$ cat config.mk
export PLATFORM = sky130hd
export DESIGN_NAME = rolling_row_seq
export DESIGN_NICKNAME = d
export VERILOG_FILES = /design/src/rtl/rs_seq_pkg.sv /design/src/rtl/rs_slot_timer.sv /design/src/rtl/rs_disc_strobe.sv /design/src/rtl/rs_row_drive.sv /design/src/rtl/rs_group_drive.sv /design/src/rtl/rolling_row_seq.sv
export SDC_FILE = /design/constraint.sdc
export NUM_CORES = 1
export LEC_CHECK = 0
export ABC_AREA = 0
export BUFFER_PORTS_ARGS = -buffer_cell sky130_fd_sc_hd__buf_2
export CAP_MARGIN = 20
export CORE_AREA = 2 2 686 688
export DETAILED_ROUTE_END_ITERATION = 8
export DIE_AREA = 0 0 688 690
export MAX_ROUTING_LAYER = met4
export PLACE_DENSITY = 0.3
export RECOVER_POWER = 100
export SLEW_MARGIN = 20
export SYNTH_ARGS = -nofsm -noshare
export SYNTH_HDL_FRONTEND = slang
export SYNTH_SLANG_ARGS = --single-unit
$ cat constraint.sdc
create_clock -name clk -period 1.81 [get_ports clk]
set_clock_uncertainty 0.2 [all_clocks]
set_input_delay 0.0905 -clock clk [delete_from_list [all_inputs] [get_ports clk]]
set_output_delay 0.0905 -clock clk [all_outputs]
set_load 0.05 [all_outputs]
$ cat src/rtl/rs_seq_pkg.sv
package rs_seq_pkg;

  // Row preceding row r in a matrix of n rows, wrapping at the top.
  function automatic int prev_row(input int r, input int n);
    return (r == 0) ? n - 1 : r - 1;
  endfunction

  // Group a row belongs to, for groups of gsz consecutive rows.
  function automatic int group_of(input int r, input int gsz);
    return r / gsz;
  endfunction

  // Phase classes inside one row slot.
  typedef enum logic [1:0] {
    PH_CLAMP = 2'd0,
    PH_READ  = 2'd1,
    PH_CAL   = 2'd2,
    PH_LATCH = 2'd3
  } phase_kind_e;

  function automatic phase_kind_e kind_of(input int ph, input int slot,
                                          input int clen, input int rlen);
    if (ph < clen)        return PH_CLAMP;
    if (ph < clen + rlen) return PH_READ;
    if (ph < slot - 1)    return PH_CAL;
    return PH_LATCH;
  endfunction

endpackage

$ cat src/rtl/rs_slot_timer.sv
module rs_slot_timer #(
  parameter int ROWS = 576,
  parameter int SLOT = 16,
  localparam int RW = $clog2(ROWS),
  localparam int PW = $clog2(SLOT)
) (
  input  logic          clk,
  input  logic          rst,
  input  logic          en,
  output logic [RW-1:0] row_q,
  output logic [PW-1:0] phase_q,
  output logic          sof_q
);

  localparam logic [RW-1:0] ROW_LAST = RW'(ROWS - 1);
  localparam logic [PW-1:0] PH_LAST  = PW'(SLOT - 1);

  // Named events for the checks below.
  logic slot_end, frame_end;
  assign slot_end  = (phase_q == PH_LAST);
  assign frame_end = slot_end && (row_q == ROW_LAST);

  always_ff @(posedge clk) begin
    if (rst) begin
      row_q   <= '0;
      phase_q <= '0;
      sof_q   <= 1'b1;
    end else begin
      sof_q <= 1'b0;
      if (en) begin
        if (slot_end) begin
          phase_q <= '0;
          if (frame_end) begin
            row_q <= '0;
            sof_q <= 1'b1;
          end else begin
            row_q <= row_q + 1'b1;
          end
        end else begin
          phase_q <= phase_q + 1'b1;
        end
      end
    end
  end

  p_phase_step_r6: assert property (@(posedge clk) disable iff (rst)
    (en && !slot_end) |=> (phase_q == $past(phase_q) + 1'b1) && $stable(row_q));
  p_wrap_r6: assert property (@(posedge clk) disable iff (rst)
    (en && frame_end) |=> (row_q == '0) && (phase_q == '0) && sof_q);
  p_sof_single_r7: assert property (@(posedge clk) disable iff (rst)
    sof_q |=> !sof_q);
  p_stall_hold_r8: assert property (@(posedge clk) disable iff (rst)
    !en |=> $stable(row_q) && $stable(phase_q) && !sof_q);
  p_reset_r9: assert property (@(posedge clk)
    rst |=> (row_q == '0) && (phase_q == '0));

endmodule

$ cat src/rtl/rs_disc_strobe.sv
module rs_disc_strobe
  import rs_seq_pkg::*;
#(
  parameter int SLOT      = 16,
  parameter int CLAMP_LEN = 3,
  parameter int RD_LEN    = 3,
  localparam int PW = $clog2(SLOT)
) (
  input  logic          clk,
  input  logic          rst,
  input  logic          en,
  input  logic [PW-1:0] phase,
  output logic          clamp_win,
  output logic          rd,
  output logic          cal,
  output logic          latch
);

  phase_kind_e kind;

  always_comb begin
    kind      = kind_of(int'(phase), SLOT, CLAMP_LEN, RD_LEN);
    clamp_win = en && (kind == PH_CLAMP);
    rd        = en && (kind == PH_READ);
    cal       = en && (kind == PH_CAL);
    latch     = en && (kind == PH_LATCH);
  end

  p_strobe_excl_r5: assert property (@(posedge clk) disable iff (rst)
    $onehot0({clamp_win, rd, cal, latch}));
  p_latch_single_r5: assert property (@(posedge clk) disable iff (rst)
    latch |=> !latch);
  p_stall_quiet_r8: assert property (@(posedge clk) disable iff (rst)
    !en |-> !(clamp_win || rd || cal || latch));

endmodule

$ cat src/rtl/rs_row_drive.sv
module rs_row_drive
  import rs_seq_pkg::*;
#(
  parameter int ROWS = 576,
  localparam int RW = $clog2(ROWS)
) (
  input  logic            clk,
  input  logic            rst,
  input  logic [RW-1:0]   row,
  input  logic            clamp_win,
  output logic [ROWS-1:0] row_sel,
  output logic [ROWS-1:0] pwr_on,
  output logic [ROWS-1:0] clamp
);

  for (genvar i = 0; i < ROWS; i++) begin : g_row
    localparam int PREV = prev_row(i, ROWS);
    assign row_sel[i] = (row == RW'(i));
    assign pwr_on[i]  = row_sel[i] || (row == RW'(PREV));
    assign clamp[i]   = row_sel[i] && clamp_win;
  end

  p_sel_onehot_r1: assert property (@(posedge clk) disable iff (rst)
    $onehot(row_sel));
  p_sel_in_pwr_r2: assert property (@(posedge clk) disable iff (rst)
    (row_sel & ~pwr_on) == '0);
  p_pwr_two_r2: assert property (@(posedge clk) disable iff (rst)
    $countones(pwr_on) == ((ROWS > 1) ? 2 : 1));
  p_clamp_in_sel_r4: assert property (@(posedge clk) disable iff (rst)
    (clamp & ~row_sel) == '0);

endmodule

$ cat src/rtl/rs_group_drive.sv
module rs_group_drive
  import rs_seq_pkg::*;
#(
  parameter int ROWS  = 576,
  parameter int GROUP = 16,
  localparam int RW   = $clog2(ROWS),
  localparam int NGRP = ROWS / GROUP
) (
  input  logic            clk,
  input  logic            rst,
  input  logic [RW-1:0]   row,
  output logic [NGRP-1:0] grp_sel
);

  int cur_grp;
  always_comb cur_grp = group_of(int'(row), GROUP);

  for (genvar g = 0; g < NGRP; g++) begin : g_grp
    localparam int LEAD = prev_row(g * GROUP, ROWS);
    assign grp_sel[g] = (cur_grp == g) || (row == RW'(LEAD));
  end

  p_grp_count_r3: assert property (@(posedge clk) disable iff (rst)
    ($countones(grp_sel) >= 1) && ($countones(grp_sel) <= 2));

endmodule

$ cat src/rtl/rolling_row_seq.sv
module rolling_row_seq #(
  parameter int ROWS      = 576,
  parameter int GROUP     = 16,
  parameter int SLOT      = 16,
  parameter int CLAMP_LEN = 3,
  parameter int RD_LEN    = 3,
  localparam int RW   = $clog2(ROWS),
  localparam int PW   = $clog2(SLOT),
  localparam int NGRP = ROWS / GROUP
) (
  input  logic            clk,
  input  logic            rst,
  input  logic            en,
  output logic [ROWS-1:0] row_sel,
  output logic [ROWS-1:0] pwr_on,
  output logic [ROWS-1:0] clamp,
  output logic [NGRP-1:0] grp_sel,
  output logic            disc_rd,
  output logic            disc_cal,
  output logic            disc_latch,
  output logic [RW-1:0]   row_idx,
  output logic            sof
);

  logic [RW-1:0] row_q;
  logic [PW-1:0] phase_q;
  logic          clamp_win;

  rs_slot_timer #(.ROWS(ROWS), .SLOT(SLOT)) u_timer (
    .clk(clk), .rst(rst), .en(en),
    .row_q(row_q), .phase_q(phase_q), .sof_q(sof)
  );

  rs_disc_strobe #(.SLOT(SLOT), .CLAMP_LEN(CLAMP_LEN), .RD_LEN(RD_LEN)) u_strobe (
    .clk(clk), .rst(rst), .en(en), .phase(phase_q),
    .clamp_win(clamp_win), .rd(disc_rd), .cal(disc_cal), .latch(disc_latch)
  );

  rs_row_drive #(.ROWS(ROWS)) u_rows (
    .clk(clk), .rst(rst), .row(row_q), .clamp_win(clamp_win),
    .row_sel(row_sel), .pwr_on(pwr_on), .clamp(clamp)
  );

  rs_group_drive #(.ROWS(ROWS), .GROUP(GROUP)) u_groups (
    .clk(clk), .rst(rst), .row(row_q), .grp_sel(grp_sel)
  );

  assign row_idx = row_q;

  // Latch presents the row whose select is high (R5 with R1).
  p_latch_row_r5: assert property (@(posedge clk) disable iff (rst)
    disc_latch |-> row_sel[row_idx]);

endmodule

==> results of run 1 <==
## critical path, cell delays in order (launching register included)
cell      delay, ns
dfxtp_4        0.36
nand2b_2       0.22
nor2_4         0.17
buf_12         0.16
nand2_4        0.08
buf_12         0.16
nor2_1         0.28
clkbuf_4       0.27
## through the flow
stage	TNS [ns]	area (um^2)	utilization, %	instances
after floorplan	-865.99	12400	-	2360
after global placement	-531.75	36100	7.74	10500
after detailed placement	-518.18	36100	7.74	10500
after CTS	-936.64	39300	8.43	10600
after global routing	-1004.50	40700	8.72	10600
final	-896.70	40800	8.73	10600
## Yosys cell counts (4+ instances only)
master / number / share of area [%]
a21oi_1: 18 / 0.93
and2_1: 4 / 0.26
and3_1: 6 / 0.39
buf_1: 28 / 1.1
buf_2: 58 / 3.0
buf_4: 5 / 0.39
clkbuf_1: 259 / 10
dfxtp_1: 15 / 3.1
ha_1: 5 / 0.64
inv_1: 31 / 1.2
nand2_1: 77 / 3.0
nand2b_1: 4 / 0.26
nand3_1: 38 / 2.0
nand3_2: 6 / 0.62
nor2_1: 1662 / 64
nor2_2: 5 / 0.32
nor2b_1: 4 / 0.26
nor3_1: 20 / 1.0
o21ai_0: 56 / 2.9
o21ai_1: 8 / 0.41
o22ai_1: 10 / 0.64
xnor2_1: 7 / 0.63
## registers in the layout, summed over array words and instances (netlist names)
name,count
u_timer.sof_q,1
u_timer.row_q,10
u_timer.phase_q,4
## metal layers
layer / routed length [um] / part of all wire [%] / GRT usage (%) / vias up
met5: 0 / 0 / - / -
met4: 10100 / 4.0 / 3.11 / 0
met3: 12500 / 5.0 / 1.01 / 210
met2: 117000 / 46 / 16.5 / 1403
met1: 112000 / 45 / 13.2 / 12000
li1: - / - / - / 11100
## how the worst min path moves through the flow
stage | cells past startpoint | from | slack (ns) | to
finish | 4 | en | 0.08 | u_timer.phase_q[1]$_SDFFE_PP0P_
global route | 4 | en | 0.13 | u_timer.phase_q[0]$_SDFFE_PP0P_
CTS | 4 | en | 0.07 | u_timer.phase_q[1]$_SDFFE_PP0P_
detailed placement | 2 | rst | 0.19 | u_timer.phase_q[0]$_SDFFE_PP0P_
global placement | 2 | rst | 0.18 | u_timer.phase_q[0]$_SDFFE_PP0P_
floorplan | 2 | rst | 0.18 | u_timer.row_q[2]$_SDFFE_PP0P_
## cell families (layout without fill, tap and decap cells)
| group | Yosys count | count (layout) | share of synthesized area [%] |
|---|---|---|---|
| compound gates | 100 | 100 | 5.54 |
| xor+xnor | 10 | 10 | 0.900 |
| fa+ha+maj | 5 | 5 | 0.643 |
| buf+inv | 382 | 2401 | 15.7 |
| flops | 15 | 15 | 3.09 |
| mux | 3 | 3 | 0.321 |
| other cells | 0 | 21 | 0 |
| simple gates | 1845 | 1845 | 73.8 |
## power by group
group,switching (W),internal [W],total [W]
logic,0.000166,0.0000725,0.000239
registers,0.00000633,0.000321,0.000327
clock network,0.000165,0.000296,0.000461
## cell usage in the layout, fill, tap and decap left out, types with 4 or more instances in the layout
cell	synthesis	layout
o21ai_2	3	6
dfxtp_4	0	10
xnor2_1	7	7
buf_8	0	37
nand2_4	0	23
nor3_4	1	13
buf_16	0	36
clkbuf_4	0	61
ha_4	0	5
o21ai_4	0	47
a21oi_2	1	11
o22ai_2	0	9
buf_4	5	438
inv_1	31	24
buf_6	0	179
nor3_2	3	8
nand3_2	6	7
buf_12	0	361
nor2b_4	0	4
o21ai_1	8	13
nand3_4	0	26
nor2_2	5	302
nand2_1	77	26
nor2_4	0	123
nand3_1	38	11
buf_2	58	1232
nand2_8	0	26
diode_2	0	21
a21oi_1	18	7
clkbuf_16	0	9
nand2_2	2	4
clkbuf_2	0	10
nor2_1	1662	1242
## cell type report
class | count | area (um^2) | area share, %
Sequential cell | 15 | 340 | 0.835
Clock inverter | 1 | 5.00 | 0.0123
Antenna cell | 21 | 52.6 | 0.129
Tap cell | 6198 | 7750 | 19.0
Clock buffer | 3 | 75.1 | 0.184
Inverter | 32 | 150 | 0.368
Multi-Input combinational cell | 1963 | 11400 | 28.1
Timing Repair Buffer | 2365 | 20900 | 51.4
## timing repair
action,CTS,global route
gates resized for setup,584,453
cloned,19,7
pin swaps,40,21
buffers inserted,56,15
hold endpoints to repair,3,0
setup endpoints to repair,1773,1776
hold buffers,1,0
==> impl_metrics.ini, run 1 <==
[synthesis]
synth_nets = 2368
netlist_area_mm2 = 0.00973
syn_inst = 2360
seq_area_frac_synth_pct = 3.09
synth_enable_flop_cells = 0
avgSynthCellArea_um2 = 4.12
ys_ff_latch = 15
async_flop_share_pct = 0
yosysUniqueCellTypes = 43
yosys_warnings = 0
synthFlopType = dfxtp_1

[die]
core_mm2 = 0.467
die_h_um = 690
initial_core_util_pct = 2.09
io_pins = 1781
die-area_mm2 = 0.475
die_w_um = 688
num_rows = 251

[pwr]
leakagePower_nw = 17.2
power_density_mw_per_mm2 = 25.2
total_power_w = 0.00103
peakVddDrop_uv = 388

[critical_path]
end_kind = primary output
arrival_ns = 2.30
regToRegStartpoint = u_timer.phase_q[2]$_SDFFE_PP0P_
critical_path.endpoint = clamp[385]
ff2ff_path_depth = 7
r2r-end = u_timer.row_q[9]$_SDFFE_PP0P_
crit_fanout = 34
critPathLaunchType = flip-flop
startpoint = u_timer.row_q[6]$_SDFFE_PP0P_
r2r_slack_ns = -0.06
critPathRequiredTime_ns = 1.52
worstSetupPathType = flip-flop to primary output

[routing]
wl_um = 251000
ant_nets = 0
drc = 0
viasPerCell = 2.33
drt_iter0_markers = 2021
firstDrtPassIters = 5
num_vias = 24700
wl_per_cell_um = 23.7

[global_route]
grt_pass1_vias = 22900
grt_start_max_net_pins = 40
grt_pass1_wl_um = 298000
antenna_found_initial = 35
grt_use_total_pct = 10.2
overflow = 0

[cts]
htreeDepth = 1
clkSlewWorstSetupHoldPaths_ns = 0.06
clk_latency_ns = 0.25
cts_buffers = 3
cts_root_buffer = clkbuf_16
cts_tree = done
max-clock-path-buffers = 2
cts.sinks = 15

[cells_and_area]
area_growth_pct = 319
fin_nets = 4388
fillers = 55000
drive_above_1_share_pct = 68.9

[timing]
drv_slew = 0
worst_slew_pin_slew_ns = 0.867
setup_viol = 1772
rsz0062_at_grt = true
fin_crit_ns = 2.59
timing.final.ws_setup_ns = -0.779
fin_crit_sh_pct = 143
max-slew-margin-rel_pct = 42.2
clock.fmax_mhz = 386
hold_viol = 0
holdWs_ns = 0.0756

[hold_path]
hold_class = input port to flip-flop

[placed_design]
io_buffers = 1780
dp_slack_ns = -0.892
dpl.hpwl_um = 203000
gp_congestion = 0.758

[flow_run]
cap_violations = 0

[outcome]
violations = setup timing
status = finished, violations left
(Power assumes the default switching activity.)
==> run 2: changes to the inputs <==
--- a/config.mk
+++ b/config.mk
@@ -8,9 +8,9 @@
 export ABC_AREA = 0
 export BUFFER_PORTS_ARGS = -buffer_cell sky130_fd_sc_hd__buf_2
 export CAP_MARGIN = 20
-export CORE_AREA = 2 2 686 688
+export CORE_AREA = 2 2 688 690
 export DETAILED_ROUTE_END_ITERATION = 8
-export DIE_AREA = 0 0 688 690
+export DIE_AREA = 0 0 690 692
 export MAX_ROUTING_LAYER = met4
 export PLACE_DENSITY = 0.3
 export RECOVER_POWER = 100
==> constraint.sdc (replaced) <==
create_clock -name clk -period 2.5 [get_ports clk]
set_clock_uncertainty 0.2 [all_clocks]
set_input_delay 0.125 -clock clk [delete_from_list [all_inputs] [get_ports clk]]
set_output_delay 0.125 -clock clk [all_outputs]
set_load 0.05 [all_outputs]
==> run 2 against run 1 <==
  * Clock power decreased by 28%
  * Critical path depth rose by 1
  * Setup slack improved by 0.71 ns
  * The run still ends with setup timing left
  * Die area rose by 0.58%
  * Largest power group unchanged
  * Critical path type unchanged
  * Via count is 3.2% lower
  * Sequential power shrank 27%
  * Design area increased by 3.7%
  * First-iteration DRC count down 32%
==> impl_metrics.ini, run 2 (synthesis results as in run 1) <==
[outcome]
violations = setup timing
status = finished, violations left

[timing]
fin_crit_sh_pct = 103
timing.final.ws_setup_ns = -0.0648
clock.fmax_mhz = 390
fin_crit_ns = 2.56
worst_slew_pin_slew_ns = 0.956
setup_viol = 82
max-slew-margin-rel_pct = 36.5
hold_viol = 0
holdWs_ns = 0.0324
drv_slew = 0
rsz0062_at_grt = true

[pwr]
power_density_mw_per_mm2 = 17.7
p_sw_share_pct = 32.8
clkPwrFrac_pct = 44.4
seqPwrFrac_pct = 31.9
leakagePower_nw = 16.1
total_power_w = 0.000749
peakVddDrop_uv = 175
combPwrFrac_pct = 23.7
switching_power_w = 0.000246
power.internal_w = 0.000503

[cts]
cts_buffers = 3
cts.sinks = 15
max-clock-path-buffers = 2
htreeDepth = 1
cts_root_buffer = clkbuf_16
clk_latency_ns = 0.26
clkSlewWorstSetupHoldPaths_ns = 0.05
cts_tree = done
cts_hold_buf = 0

[cells_and_area]
mostFrequentLayoutCell = nor2_2
fin_nets = 4260
drive_above_1_share_pct = 92.5
largest_register_ff_count = 10
fillers = 55300
area_growth_pct = 334
top_register = u_timer.row_q
top_regs = u_timer.row_q: 10 flops, u_timer.phase_q: 4 flops, u_timer.sof_q: 1 flops
final_cell_mix = nor2_2 (1193), buf_2 (983), buf_4 (614)

[die]
initial_core_util_pct = 2.07
die_h_um = 692
io_pins = 1781
core_mm2 = 0.470
die_w_um = 690
die-area_mm2 = 0.477
num_rows = 252

[routing]
drt_iter0_markers = 1372
wl_um = 247000
num_vias = 23900
firstDrtPassIters = 5
drc = 0
wl_per_cell_um = 23.6
viasPerCell = 2.28
ant_nets = 0

[critical_path]
arrival_ns = 2.24
critPathLaunchType = flip-flop
critPathRequiredTime_ns = 2.17
r2r-end = u_timer.row_q[9]$_SDFFE_PP0P_
regToRegStartpoint = u_timer.phase_q[0]$_SDFFE_PP0P_
startpoint = u_timer.row_q[6]$_SDFFE_PP0P_
crit_fanout = 25
end_kind = primary output
worstSetupPathType = flip-flop to primary output
ff2ff_path_depth = 7
r2r_slack_ns = 0.40

[global_route]
overflow = 0
grt_start_max_net_pins = 51
grt_util_met3_pct = 1.12
grt_pass1_wl_um = 292000
antenna_found_initial = 23
met1_usage_pct = 12.3
grt.busiest_layer = met2
grt_pass1_vias = 23100
grtUsageMet2_pct = 16.8
grt_use_total_pct = 9.79

[hold_path]
holdCritStartpoint = rst
min_path_cells = 2
min_to = u_timer.row_q[4]$_SDFFE_PP0P_
hold_class = input port to flip-flop

[placed_design]
io_buffers = 1780
dpl.hpwl_um = 202000
gp_congestion = 0.767
dp_slack_ns = -0.329

[flow_run]
cap_violations = 0
## run 2: cell types whose count changed in the layout (fill, tap and decap cells not counted), moves of 13 or more
cell      previous run  this run
buf_6              179       123
clkbuf_4            61       126
nor2_2             302      1193
buf_4              438       614
nand2_8             26        11
buf_12             361       329
o21ai_2              6        49
o21ai_4             47        11
diode_2             21         7
nor2_4             123       291
buf_2             1232       983
nor2_1            1242       183
buf_8               37        24
buf_16              36        12
## run 2: per-layer routing
| metal | up-vias | routed length [um] |
|---|---|---|
| met3 | 158 | 11100 |
| met5 | - | 0 |
| met4 | 0 | 6030 |
| met2 | 1245 | 122000 |
| met1 | 11700 | 108000 |
| li1 | 10800 | - |
## run 2: timing repair
item,in CTS,in global routing
setup endpoints to repair,1176,992
buffers inserted,24,28
gates cloned,4,13
gates resized for setup,488,569
pin swaps,8,39
## run 2: worst max-delay path, stage by stage (launching register included)
cell and delay [ns]:
dfxtp_4 0.36, buf_8 0.13, nor4b_4 0.32, buf_12 0.17, buf_4 0.12, nand2_4 0.10, buf_12 0.20, nor2_2 0.17
buf_2 0.27
## run 2: how the worst max path moves through the flow
stage | end | cells past startpoint
floorplan | clamp[568] | 6
global placement | clamp[564] | 7
detailed placement | clamp[564] | 7
CTS | clamp[564] | 7
global route | clamp[564] | 7
finish | row_sel[541] | 8
## run 2: area by class of cell
class                           count  area (um^2)  share of cell area (%)
Multi-Input combinational cell   1963        14400                    34.0
Timing Repair Buffer             2237        19500                    46.2
Antenna cell                        7         17.5                  0.0414
Tap cell                         6223         7790                    18.4
Inverter                           32          131                   0.311
Clock inverter                      1         5.00                  0.0118
Clock buffer                        3         75.1                   0.178
Sequential cell                    15          338                   0.799
## run 2: per-stage QoR
| step | instances | area, um^2 | utilization, % | setup TNS [ns] |
|---|---|---|---|---|
| CTS | 10400 | 40100 | 8.54 | -2.08 |
| finish | 10500 | 42300 | 9.00 | -1.99 |
| global route | 10500 | 42300 | 8.99 | -4.59 |
| global placement | 10400 | 38300 | 8.16 | -6.86 |
| floorplan | 2360 | 15100 | - | -25.08 |
| detailed placement | 10400 | 38300 | 8.16 | -6.38 |
## run 2: power groups by stage
stage / registers, W / logic (W) / clock network [W]
6_report: 0.000239 / 0.000178 / 0.000333
5_1_grt: 0.000239 / 0.000188 / 0.000352
4_1_cts: 0.000242 / 0.000145 / 0.000346
3_5_place_dp: 0.000251 / 0.000137 / 0
3_3_place_gp: 0.000251 / 0.000138 / 0
2_1_floorplan: 0.000253 / 0.0000682 / 0
